--- src/rtl/eeprom_tgt_pkg.sv ---
package eeprom_tgt_pkg;
  typedef enum logic [2:0] {
    ST_IDLE,
    ST_RX,
    ST_ACK,
    ST_TX,
    ST_TXACK,
    ST_TXNEXT
  } tgt_state_e;

  typedef enum logic [1:0] {
    RX_DEV,
    RX_WADDR,
    RX_DATA
  } rx_kind_e;

  localparam logic [3:0] DEV_TYPE = 4'b1010;
endpackage

--- src/rtl/eeprom_tgt_linesync.sv ---
module eeprom_tgt_linesync #(
  parameter int STAGES = 2
) (
  input  logic clk,
  input  logic rst_n,
  input  logic scl_i,
  input  logic sda_i,
  output logic scl_s,
  output logic sda_s,
  output logic scl_rise,
  output logic scl_fall,
  output logic start_det,
  output logic stop_det
);
  logic [STAGES-1:0] scl_pipe;
  logic [STAGES-1:0] sda_pipe;
  logic              scl_q;
  logic              sda_q;

  always_ff @(posedge clk or negedge rst_n) begin
    if (!rst_n) begin
      scl_pipe <= '1;
      sda_pipe <= '1;
      scl_q    <= 1'b1;
      sda_q    <= 1'b1;
    end else begin
      scl_pipe <= {scl_pipe[STAGES-2:0], scl_i};
      sda_pipe <= {sda_pipe[STAGES-2:0], sda_i};
      scl_q    <= scl_pipe[STAGES-1];
      sda_q    <= sda_pipe[STAGES-1];
    end
  end

  assign scl_s     = scl_pipe[STAGES-1];
  assign sda_s     = sda_pipe[STAGES-1];
  assign scl_rise  = scl_s & ~scl_q;
  assign scl_fall  = ~scl_s & scl_q;
  assign start_det = scl_s & scl_q & sda_q & ~sda_s;
  assign stop_det  = scl_s & scl_q & ~sda_q & sda_s;
endmodule

--- src/rtl/eeprom_tgt_devmatch.sv ---
module eeprom_tgt_devmatch
  import eeprom_tgt_pkg::*;
#(
  parameter int PSEL_BITS = 2,
  localparam int STRAP_W  = 3 - PSEL_BITS
) (
  input  logic [7:0]           byte_i,
  input  logic [STRAP_W-1:0]   strap_i,
  output logic                 match_o,
  output logic [PSEL_BITS-1:0] psel_o,
  output logic                 rd_o
);
  logic strap_ok;

  generate
    if (STRAP_W > 0) begin : g_strap
      assign strap_ok = (byte_i[3 -: STRAP_W] == strap_i);
    end else begin : g_nostrap
      assign strap_ok = 1'b1;
    end
  endgenerate

  assign match_o = (byte_i[7:4] == DEV_TYPE) && strap_ok;
  assign psel_o  = byte_i[PSEL_BITS:1];
  assign rd_o    = byte_i[0];
endmodule

--- src/rtl/eeprom_tgt_ptr.sv ---
module eeprom_tgt_ptr #(
  parameter int ADDR_W = 10,
  parameter int PAGE_W = 4,
  localparam int HI_W  = ADDR_W - 8
) (
  input  logic              clk,
  input  logic              rst_n,
  input  logic              ld_hi,
  input  logic [HI_W-1:0]   hi_val,
  input  logic              ld_lo,
  input  logic [7:0]        lo_val,
  input  logic              inc_page,
  input  logic              inc_lin,
  output logic [ADDR_W-1:0] addr
);
  always_ff @(posedge clk or negedge rst_n) begin
    if (!rst_n) begin
      addr <= '0;
    end else if (ld_hi || ld_lo) begin
      if (ld_hi) addr[ADDR_W-1:8] <= hi_val;
      if (ld_lo) addr[7:0]        <= lo_val;
    end else if (inc_page) begin
      addr[PAGE_W-1:0] <= addr[PAGE_W-1:0] + 1'b1;
    end else if (inc_lin) begin
      addr <= addr + 1'b1;
    end
  end
endmodule

--- src/rtl/eeprom_i2c_target.sv ---
module eeprom_i2c_target
  import eeprom_tgt_pkg::*;
#(
  parameter int SYNC_STAGES = 2,
  parameter int ADDR_W      = 10,
  parameter int PAGE_W      = 4,
  localparam int PSEL_BITS  = ADDR_W - 8,
  localparam int STRAP_W    = 3 - PSEL_BITS
) (
  input  logic               clk,
  input  logic               rst_n,
  input  logic               scl_i,
  input  logic               sda_i,
  output logic               sda_oe,
  input  logic [STRAP_W-1:0] strap_i,
  input  logic               wr_busy,
  output logic               wr_valid,
  input  logic               wr_ready,
  output logic [ADDR_W-1:0]  wr_addr,
  output logic [7:0]         wr_data,
  output logic               wr_commit,
  output logic               wr_flush,
  output logic [ADDR_W-1:0]  rd_addr,
  input  logic [7:0]         rd_data
);
  logic scl_s, sda_s, scl_rise, scl_fall, start_det, stop_det;

  eeprom_tgt_linesync #(.STAGES(SYNC_STAGES)) u_sync (
    .clk(clk), .rst_n(rst_n), .scl_i(scl_i), .sda_i(sda_i),
    .scl_s(scl_s), .sda_s(sda_s), .scl_rise(scl_rise), .scl_fall(scl_fall),
    .start_det(start_det), .stop_det(stop_det)
  );

  tgt_state_e st;
  rx_kind_e   kind;
  logic [3:0] cnt;
  logic [7:0] shreg;
  logic       dir_rd;
  logic       oe_q;
  logic       wr_vld_q;
  logic       acc_q;
  logic       pend_q;
  logic       commit_q;
  logic       flush_q;

  logic                 dev_match, dev_rd;
  logic [PSEL_BITS-1:0] dev_psel;

  eeprom_tgt_devmatch #(.PSEL_BITS(PSEL_BITS)) u_match (
    .byte_i(shreg), .strap_i(strap_i),
    .match_o(dev_match), .psel_o(dev_psel), .rd_o(dev_rd)
  );

  logic byte_done, accept_now, dev_ack, waddr_ack, data_ack, rd_adv;
  logic [ADDR_W-1:0] ptr;

  assign byte_done  = (st == ST_RX) && scl_fall && (cnt == 4'd8);
  assign accept_now = wr_vld_q && wr_ready;
  assign dev_ack    = byte_done && (kind == RX_DEV) && dev_match && !wr_busy;
  assign waddr_ack  = byte_done && (kind == RX_WADDR) && !wr_busy;
  assign data_ack   = byte_done && (kind == RX_DATA) && (acc_q || accept_now) && !wr_busy;
  assign rd_adv     = (st == ST_TXACK) && scl_rise && !sda_s;

  eeprom_tgt_ptr #(.ADDR_W(ADDR_W), .PAGE_W(PAGE_W)) u_ptr (
    .clk(clk), .rst_n(rst_n),
    .ld_hi(dev_ack), .hi_val(dev_psel),
    .ld_lo(waddr_ack), .lo_val(shreg),
    .inc_page(accept_now), .inc_lin(rd_adv),
    .addr(ptr)
  );

  always_ff @(posedge clk or negedge rst_n) begin
    if (!rst_n) begin
      st       <= ST_IDLE;
      kind     <= RX_DEV;
      cnt      <= '0;
      shreg    <= '0;
      dir_rd   <= 1'b0;
      oe_q     <= 1'b0;
      wr_vld_q <= 1'b0;
      acc_q    <= 1'b0;
      pend_q   <= 1'b0;
      commit_q <= 1'b0;
      flush_q  <= 1'b0;
    end else begin
      commit_q <= 1'b0;
      flush_q  <= 1'b0;
      if (start_det) begin
        st       <= ST_RX;
        kind     <= RX_DEV;
        cnt      <= '0;
        oe_q     <= 1'b0;
        wr_vld_q <= 1'b0;
        acc_q    <= 1'b0;
        flush_q  <= pend_q || accept_now;
        pend_q   <= 1'b0;
      end else if (stop_det) begin
        st       <= ST_IDLE;
        oe_q     <= 1'b0;
        wr_vld_q <= 1'b0;
        acc_q    <= 1'b0;
        commit_q <= pend_q || accept_now;
        pend_q   <= 1'b0;
      end else begin
        if (accept_now) begin
          wr_vld_q <= 1'b0;
          acc_q    <= 1'b0;
          pend_q   <= 1'b1;
        end
        unique case (st)
          ST_RX: begin
            if (scl_rise) begin
              shreg <= {shreg[6:0], sda_s};
              cnt   <= cnt + 1'b1;
              if (cnt == 4'd7 && kind == RX_DATA) wr_vld_q <= 1'b1;
            end
            if (accept_now && !byte_done) acc_q <= 1'b1;
            if (byte_done) begin
              cnt      <= '0;
              wr_vld_q <= 1'b0;
              acc_q    <= 1'b0;
              if (dev_ack) dir_rd <= dev_rd;
              if (dev_ack || waddr_ack || data_ack) begin
                oe_q <= 1'b1;
                st   <= ST_ACK;
              end else begin
                st <= ST_IDLE;
              end
            end
          end
          ST_ACK: begin
            if (scl_fall) begin
              cnt <= '0;
              if (kind == RX_DEV && dir_rd) begin
                shreg <= rd_data;
                oe_q  <= ~rd_data[7];
                st    <= ST_TX;
              end else begin
                oe_q <= 1'b0;
                kind <= (kind == RX_DEV) ? RX_WADDR : RX_DATA;
                st   <= ST_RX;
              end
            end
          end
          ST_TX: begin
            if (scl_rise) cnt <= cnt + 1'b1;
            if (scl_fall) begin
              if (cnt == 4'd8) begin
                oe_q <= 1'b0;
                st   <= ST_TXACK;
              end else begin
                shreg <= {shreg[6:0], 1'b0};
                oe_q  <= ~shreg[6];
              end
            end
          end
          ST_TXACK: begin
            if (scl_rise) st <= sda_s ? ST_IDLE : ST_TXNEXT;
          end
          ST_TXNEXT: begin
            if (scl_fall) begin
              shreg <= rd_data;
              oe_q  <= ~rd_data[7];
              cnt   <= '0;
              st    <= ST_TX;
            end
          end
          default: ;
        endcase
      end
    end
  end

  logic in_ack;
  assign in_ack    = (st == ST_ACK);
  assign sda_oe    = oe_q;
  assign wr_valid  = wr_vld_q;
  assign wr_addr   = ptr;
  assign wr_data   = shreg;
  assign wr_commit = commit_q;
  assign wr_flush  = flush_q;
  assign rd_addr   = ptr;
endmodule

--- config.mk ---
export PLATFORM = sky130hd
export DESIGN_NAME = eeprom_i2c_target
export DESIGN_NICKNAME = d
export VERILOG_FILES = /design/src/rtl/eeprom_tgt_pkg.sv /design/src/rtl/eeprom_tgt_linesync.sv /design/src/rtl/eeprom_tgt_devmatch.sv /design/src/rtl/eeprom_tgt_ptr.sv /design/src/rtl/eeprom_i2c_target.sv
export SDC_FILE = /design/constraint.sdc
export NUM_CORES = 1
export LEC_CHECK = 0
export BUFFER_PORTS_ARGS = -buffer_cell sky130_fd_sc_hd__buf_4
export CORE_ASPECT_RATIO = 0.7
export CORE_MARGIN = 4
export CORE_UTILIZATION = 25
export DETAILED_ROUTE_END_ITERATION = 12
export GPL_ROUTABILITY_DRIVEN = 0
export GPL_TIMING_DRIVEN = 1
export PLACE_DENSITY_LB_ADDON = 0.08
export SYNTH_ARGS = -nofsm -noshare
export SYNTH_HDL_FRONTEND = slang
export SYNTH_SLANG_ARGS = --single-unit
--- constraint.sdc ---
create_clock -name clk -period 3 [get_ports clk]
set_clock_uncertainty 0.1 [all_clocks]
set_input_delay 0.6 -clock clk [delete_from_list [all_inputs] [get_ports clk]]
set_output_delay 0.6 -clock clk [all_outputs]
set_load 0.01 [all_outputs]
## Yosys cells after proc, flatten, opt, wreduce, memory -nomap -nowiden

Cells that the tools add are included.

| storage, ports and cells | value |
|---|---|
| flip-flop bits (word level) | 40 |
| bits of input ports | 15 |
| output and inout bits | 32 |
| logic and storage cells | 176 |

| operators by class | value |
|---|---|
| add/sub/neg operators | 3 |
| equal/unequal tests | 30 |
| mux-type cells | 66 |
| bitwise logic cells | 15 |
| reductions and logical operators | 44 |

Operator list:

| cell | count |
|---|---|
| two-way mux 8 bit | 7 |
| one-hot mux 8 bit (4 select lines) | 1 |
| two-way mux 1 bit | 28 |
| two-way mux 3 bit | 9 |
| two-way mux 4 bit | 6 |
| != test 4 bit (second input constant) | 6 |
| two-way mux 10 bit | 2 |
| two-way mux 2 bit | 9 |
| logical AND 1 bit | 17 |
| one-hot mux 3 bit (5 select lines) | 1 |
| != test 2 bit (second input constant) | 7 |
| one-hot mux 4 bit (3 select lines) | 1 |
| adder 10 x 1 -> 10 bit (second input constant) | 1 |
| AND reduction 3 bit | 3 |
| AND reduction 9 bit | 1 |
| adder 4 x 1 -> 4 bit (second input constant) | 2 |
| equality test 4 bit (second input constant) | 2 |
| != test 2 x 1 -> 1 bit (second input constant) | 4 |
| inverter 1 bit | 8 |
| nonzero test 4 bit | 2 |
| bitwise AND 1 bit | 7 |
| AND reduction 7 bit | 1 |
| nonzero test 7 bit | 1 |
| equality test 3 x 2 -> 1 bit (second input constant) | 2 |
| other kinds (21) | 30 |

## Longest topological paths before layout

| logic depth | value |
|---|---|
| depth in word-level cells | 14 |
| mapped depth | 9 |
| mapped depth without buffers | 7 |

## Hierarchy

From an unflattened synthesis, not the netlist that was laid out.

| second synthesis, totals | value |
|---|---|
| cells, all modules | 258 |
| area total of the unflattened synthesis | 2524.9 sq um |

Modules (own cells, without submodules):

| module | instances | cells an instance | area an instance (sq um) |
|---|---|---|---|
| eeprom_i2c_target | 1 | 168 | 1615.3 |
| eeprom_tgt_ptr | 1 | 74 | 671.9 |
| eeprom_tgt_linesync | 1 | 10 | 190.2 |
| eeprom_tgt_devmatch | 1 | 6 | 47.5 |

## Worst setup path after synthesis

Ideal clock, no wire load.

| path | value |
|---|---|
| path kind | flip-flop to flip-flop |
| start | register u_sync.scl_q |
| end | register u_ptr.addr[1] |
| setup time | 0.125 ns |
| data arrival time | 2.297 ns |
| required time | 2.775 ns |
| path slack | 0.478 ns |
| cell stages (with the launch flop) | 7 |
| path through | dfstp_2 or2b_1 or4_4 buf_6 or2_4 mux2_4 mux2_4 |

| between the ends | value |
|---|---|
| cells in the longest elaborated chain, start to end | 9 |
| elaborated cells between the ends (all ways) | 17 |

Ends and longest elaborated chain:

| element | line | text |
|---|---|---|
| start, declared | eeprom_tgt_linesync.sv:17 | `logic scl_q;` |
| start signal, assigned | eeprom_tgt_linesync.sv:29 | `scl_q <= scl_pipe[STAGES-1];` |
| bitwise AND 1 bit | eeprom_tgt_linesync.sv:37 | `assign scl_fall = ~scl_s & scl_q;` |
| logical AND 1 bit (2 in series) | eeprom_i2c_target.sv:57 | `assign byte_done = (st == ST_RX) && scl_fall && (cnt == 4'd8);` |
| logical AND 1 bit (3 in series) | eeprom_i2c_target.sv:59 | `assign dev_ack = byte_done && (kind == RX_DEV) && dev_match && !wr_busy;` |
| logical OR 1 bit | eeprom_tgt_ptr.sv:19 | `end else if (ld_hi \|\| ld_lo) begin` |
| != test 2 x 1 -> 1 bit (no source line) / nonzero test 3 bit (equally long branches) | -- |  |
| AND reduction 2 bit (no source line) | -- |  |
| end signal, assigned by index | eeprom_tgt_ptr.sv:20 | `if (ld_hi) addr[ADDR_W-1:8] <= hi_val;` |
| end signal, assigned | eeprom_tgt_ptr.sv:21 | `if (ld_lo) addr[7:0] <= lo_val;` |
| end signal, assigned by index | eeprom_tgt_ptr.sv:23 | `addr[PAGE_W-1:0] <= addr[PAGE_W-1:0] + 1'b1;` |
| end, declared | eeprom_tgt_ptr.sv:14 | `output logic [ADDR_W-1:0] addr` |

Several ways; a longest one is shown, not always the timed one.
A chain may end at the register's enable or synchronous reset.

## Worst setup path after layout

Same ends and word-level chain as after synthesis.

==> flow_summary.rst <==
.. list-table::
   :header-rows: 1

   * - Metric
     - Value
   * - TritonCTS sink count
     - 40
   * - Fraction of registers with async set or reset after synthesis
     - between 90% and 100%
   * - Initial antenna violation count
     - 0
   * - Count of synthesis-stage warnings from yosys
     - 0
   * - Residual overflow from global routing
     - 0
   * - Post-cts resize count
     - 0
   * - Commonest non-fill, non-tap cells in the layout
     - 53 x buf_4, 34 x dfrtp_1, 23 x nor2_1
   * - Post-CTS Repair Setup Buffers
     - 0
   * - Cell count after synthesis
     - roughly 260
   * - Met3 usage in global routing
     - 3.64%
   * - Fraction of layout instances using a drive strength above 1
     - between 30 and 40%
   * - Input/output buffers
     - 46
   * - Leading cell type in the layout, fill and taps excluded
     - buf_4
   * - Most used cell, CP
     - mux2_4
   * - Result of the run
     - finished clean
   * - H-Tree Depth
     - 2
   * - Post-synth top flop
     - dfrtp_1
   * - Tcrit/Tclk final
     - 88.5%
   * - Power density normalized to cell area
     - 524 nW/µm²
   * - Die H
     - 91.0 µm
   * - Floorplan die area
     - 11500 µm²
   * - Bufs and invs on worst path
     - 0
   * - Overall die width
     - ~130 µm
   * - Unique cell type count in the Yosys netlist
     - 61
   * - Iteration count of the initial detailed-routing pass
     - 4
   * - FF+latch area
     - just over 1000 µm²
   * - Max_cap viols
     - 0
   * - Setup slack, reg-to-reg
     - around 0.34 ns
   * - Maximum buffer depth of the clock tree
     - 2
   * - Detailed router's first-iteration violation count
     - 161
   * - Setup-failing EPs final
     - 0
   * - Met1 Track Usage GR
     - 21.8%
   * - Crit Path Category
     - flop to flop
   * - Capture instance of the worst register-to-register path
     - u_ptr.addr[1]
   * - Average vias per placed instance
     - approximately 4.9
   * - Worst hold margin
     - roughly 0.20 ns
   * - Root Driver
     - clkbuf_16
   * - Clock tree from TritonCTS
     - done
   * - Final Worst Setup Slack
     - roughly 0.34 ns
   * - Number of buffers added by the clock tree synthesis step
     - 5
   * - Post-synthesis register bit count
     - 40
   * - Met2 global-route usage
     - roughly 15%
   * - Max stage delay on crit path
     - 0.61 ns
   * - Routed WL per cell
     - ~17 µm
   * - Reported leakage power
     - 0.00134 µW
   * - Depth of the worst register-to-register path
     - 5
   * - Worst setup EP type
     - flop
   * - Cell with the largest stage delay on the worst path
     - or4_4
   * - Peak fanout along the critical path
     - 13
   * - Count of standard-cell rows
     - 29
   * - Vias
     - 2073
   * - Setup crit start kind
     - flop
   * - Count of final max-slew check failures
     - 0
   * - Req. time, crit path
     - 3.07 ns
   * - DR DRC count
     - 0
   * - Cell family with most CP delay
     - simple AND/OR/NAND/NOR gates
   * - Initial core utilization
     - 26.4%
   * - End-of-flow core utilization
     - between 30% and 40%
   * - Number of nets with antenna violations after routing
     - 0
   * - Mapped cell area
     - 2460 µm²
   * - Classification of the worst-slack hold path
     - input port to async pin
   * - Syn Area/Cell
     - approximately 9.5 µm²
   * - Final Hold Fails
     - 0
   * - R2R Path Start
     - u_sync.scl_q
   * - Filler cell count
     - 970
   * - Overall routing resource usage
     - a little over an eighth
   * - Area delta synth->final
     - 23.5%
   * - Post-CTS Hold Fix Bufs
     - 0
   * - Most utilized layer in the global route result
     - met1
   * - Placed cell areas
     - roughly 2900 µm²
   * - FMAX
     - 0.377 GHz
   * - Cell-by-cell trace of the critical path
     - or2b_1, or4_4, or2_4, mux2_4, mux2_4
   * - Final Cell Area
     - slightly above 3000 µm²
   * - Fin crit period
     - between 2 and 3 ns
   * - Source-to-sink clock delay at the later pin of the worst-skew pair
     - slightly below 0.3 ns
   * - Boundary Pins
     - between 40 and 50
   * - Max transition margin
     - between 60% and 70%
   * - Clk pin slew, worst setup/hold paths
     - 0.06 ns
   * - First-pass GRT wire length
     - approximately 12 mm
   * - Final HPWL from detailed placement
     - between 5 and 6 mm
   * - VDD IR max
     - 0.000267 V
   * - Critical path arrival
     - ~2.7 ns
   * - Worst-Margin Slew
     - just under 0.6 ns
   * - Total Negative Setup Slacks
     - 0 ns
   * - Ant diodes
     - 0
   * - Number of synthesized flops with an enable pin
     - 0
   * - Multi-input logic area
     - 1290 µm²
   * - Setup repair after global routing missed its margin
     - false
   * - Critical path depth in cells
     - 5
   * - Core area
     - 9330 µm²
   * - Total Routed Length
     - between 7 and 8 mm
   * - Layout Nets
     - 316
   * - Largest net degree at the start of global routing
     - around 40
   * - Register area share after synthesis
     - 41.0%
   * - Post-placement worst setup slack
     - 0.365 ns
   * - Number of global-route vias before repair
     - approximately 2.1k
   * - Syn Nets
     - between 200 and 300
-- synthesized netlist by cell type (2+ instances only) --
library cell  number  share of area, %
dfrtp_1           34                35
nor2_1            23               3.5
nand2_1           19               2.9
mux2_2            17               7.8
a21oi_1           16               3.3
o21ai_0           14               2.8
buf_4             12               3.7
nand3_1           10               2.0
clkbuf_1           7               1.1
inv_1              7               1.1
dfstp_2            6               6.4
nor2b_1            6               1.5
nor3_1             6               1.2
nand4_1            5               1.3
a211oi_1           4               1.2
nand2b_1           4               1.0
o22ai_1            4               1.0
a31oi_1            3              0.76
ha_1               3               1.5
mux2i_1            3               1.2
nor4b_1            3               1.1
o22a_1             3               1.1
a21o_1             2              0.61
a22oi_1            2              0.61
and3b_1            2              0.71
and4_1             2              0.71
buf_6              2              0.91
mux2_4             2               1.2
nor4bb_1           2              0.81
o2bb2a_1           2              0.81
o2bb2ai_1          2              0.71
xnor2_1            2              0.71
xor2_1             2              0.71
-- metal layers --
| layer | routed length, µm | part of all wire, % |
|---|---|---|
| met1 | 4040 | 55 |
| met2 | 2700 | 37 |
| met3 | 454 | 6.2 |
| met4 | 87 | 1.2 |
| met5 | 0 | 0 |
-- where the power goes --
part	leakage, µW	total [µW]	switching [µW]	internal, µW
logic	0.000742	321	152	169
registers	0.000516	663	72.7	590
clock network	0.0000808	609	217	391
-- layout make-up --
class                   count  area share, %
well taps                 124           5.10
multi-input cells         191           42.4
inverters                   7          0.864
flip-flops and latches     40           33.2
clock inverters             2           1.15
repair buffers             53           13.1
clock buffers               6           4.24
-- registers in the layout, indices dropped and copies added (netlist names) --
register / count
wr_data: 8
u_sync.scl_pipe: 2
u_sync.scl_q: 1
wr_commit: 1
st: 3
dir_rd: 1
u_ptr.addr: 10
kind: 2
u_sync.sda_q: 1
wr_flush: 1
pend_q: 1
acc_q: 1
u_sync.sda_pipe: 2
sda_oe: 1
cnt: 4
wr_valid: 1
-- stage by stage --
stage          std cells  power, µW
3_5_place_dp         415        994
2_1_floorplan        259        848
3_3_place_gp         415        995
4_1_cts              423       1620
5_1_grt              423       1680
6_report             423       1590
-- cell families after synthesis --
group / count (synthesis) / share of synthesized area (%)
AND/OR/NAND/NOR: 96 / 21.2
AO/OA/AOI/OAI: 66 / 18.0
flip-flops: 40 / 41.0
buffers and inverters: 28 / 6.71
multiplexers: 22 / 10.2
XOR/XNOR: 4 / 1.42
adder cells (fa/ha/maj): 3 / 1.52
-- worst max path at each step --
stage / endpoint / start / slack (ns)
2_1_floorplan: u_ptr.addr[1] / u_sync.scl_q / 0.48
3_3_place_gp: u_ptr.addr[1] / u_sync.scl_q / 0.40
3_5_place_dp: u_ptr.addr[1] / u_sync.scl_q / 0.37
4_1_cts: u_ptr.addr[1] / u_sync.scl_q / 0.36
5_1_grt: u_ptr.addr[1] / u_sync.scl_q / 0.25
6_report: u_ptr.addr[1] / u_sync.scl_q / 0.34
No activity file was read; power rests on OpenSTA's default activity.
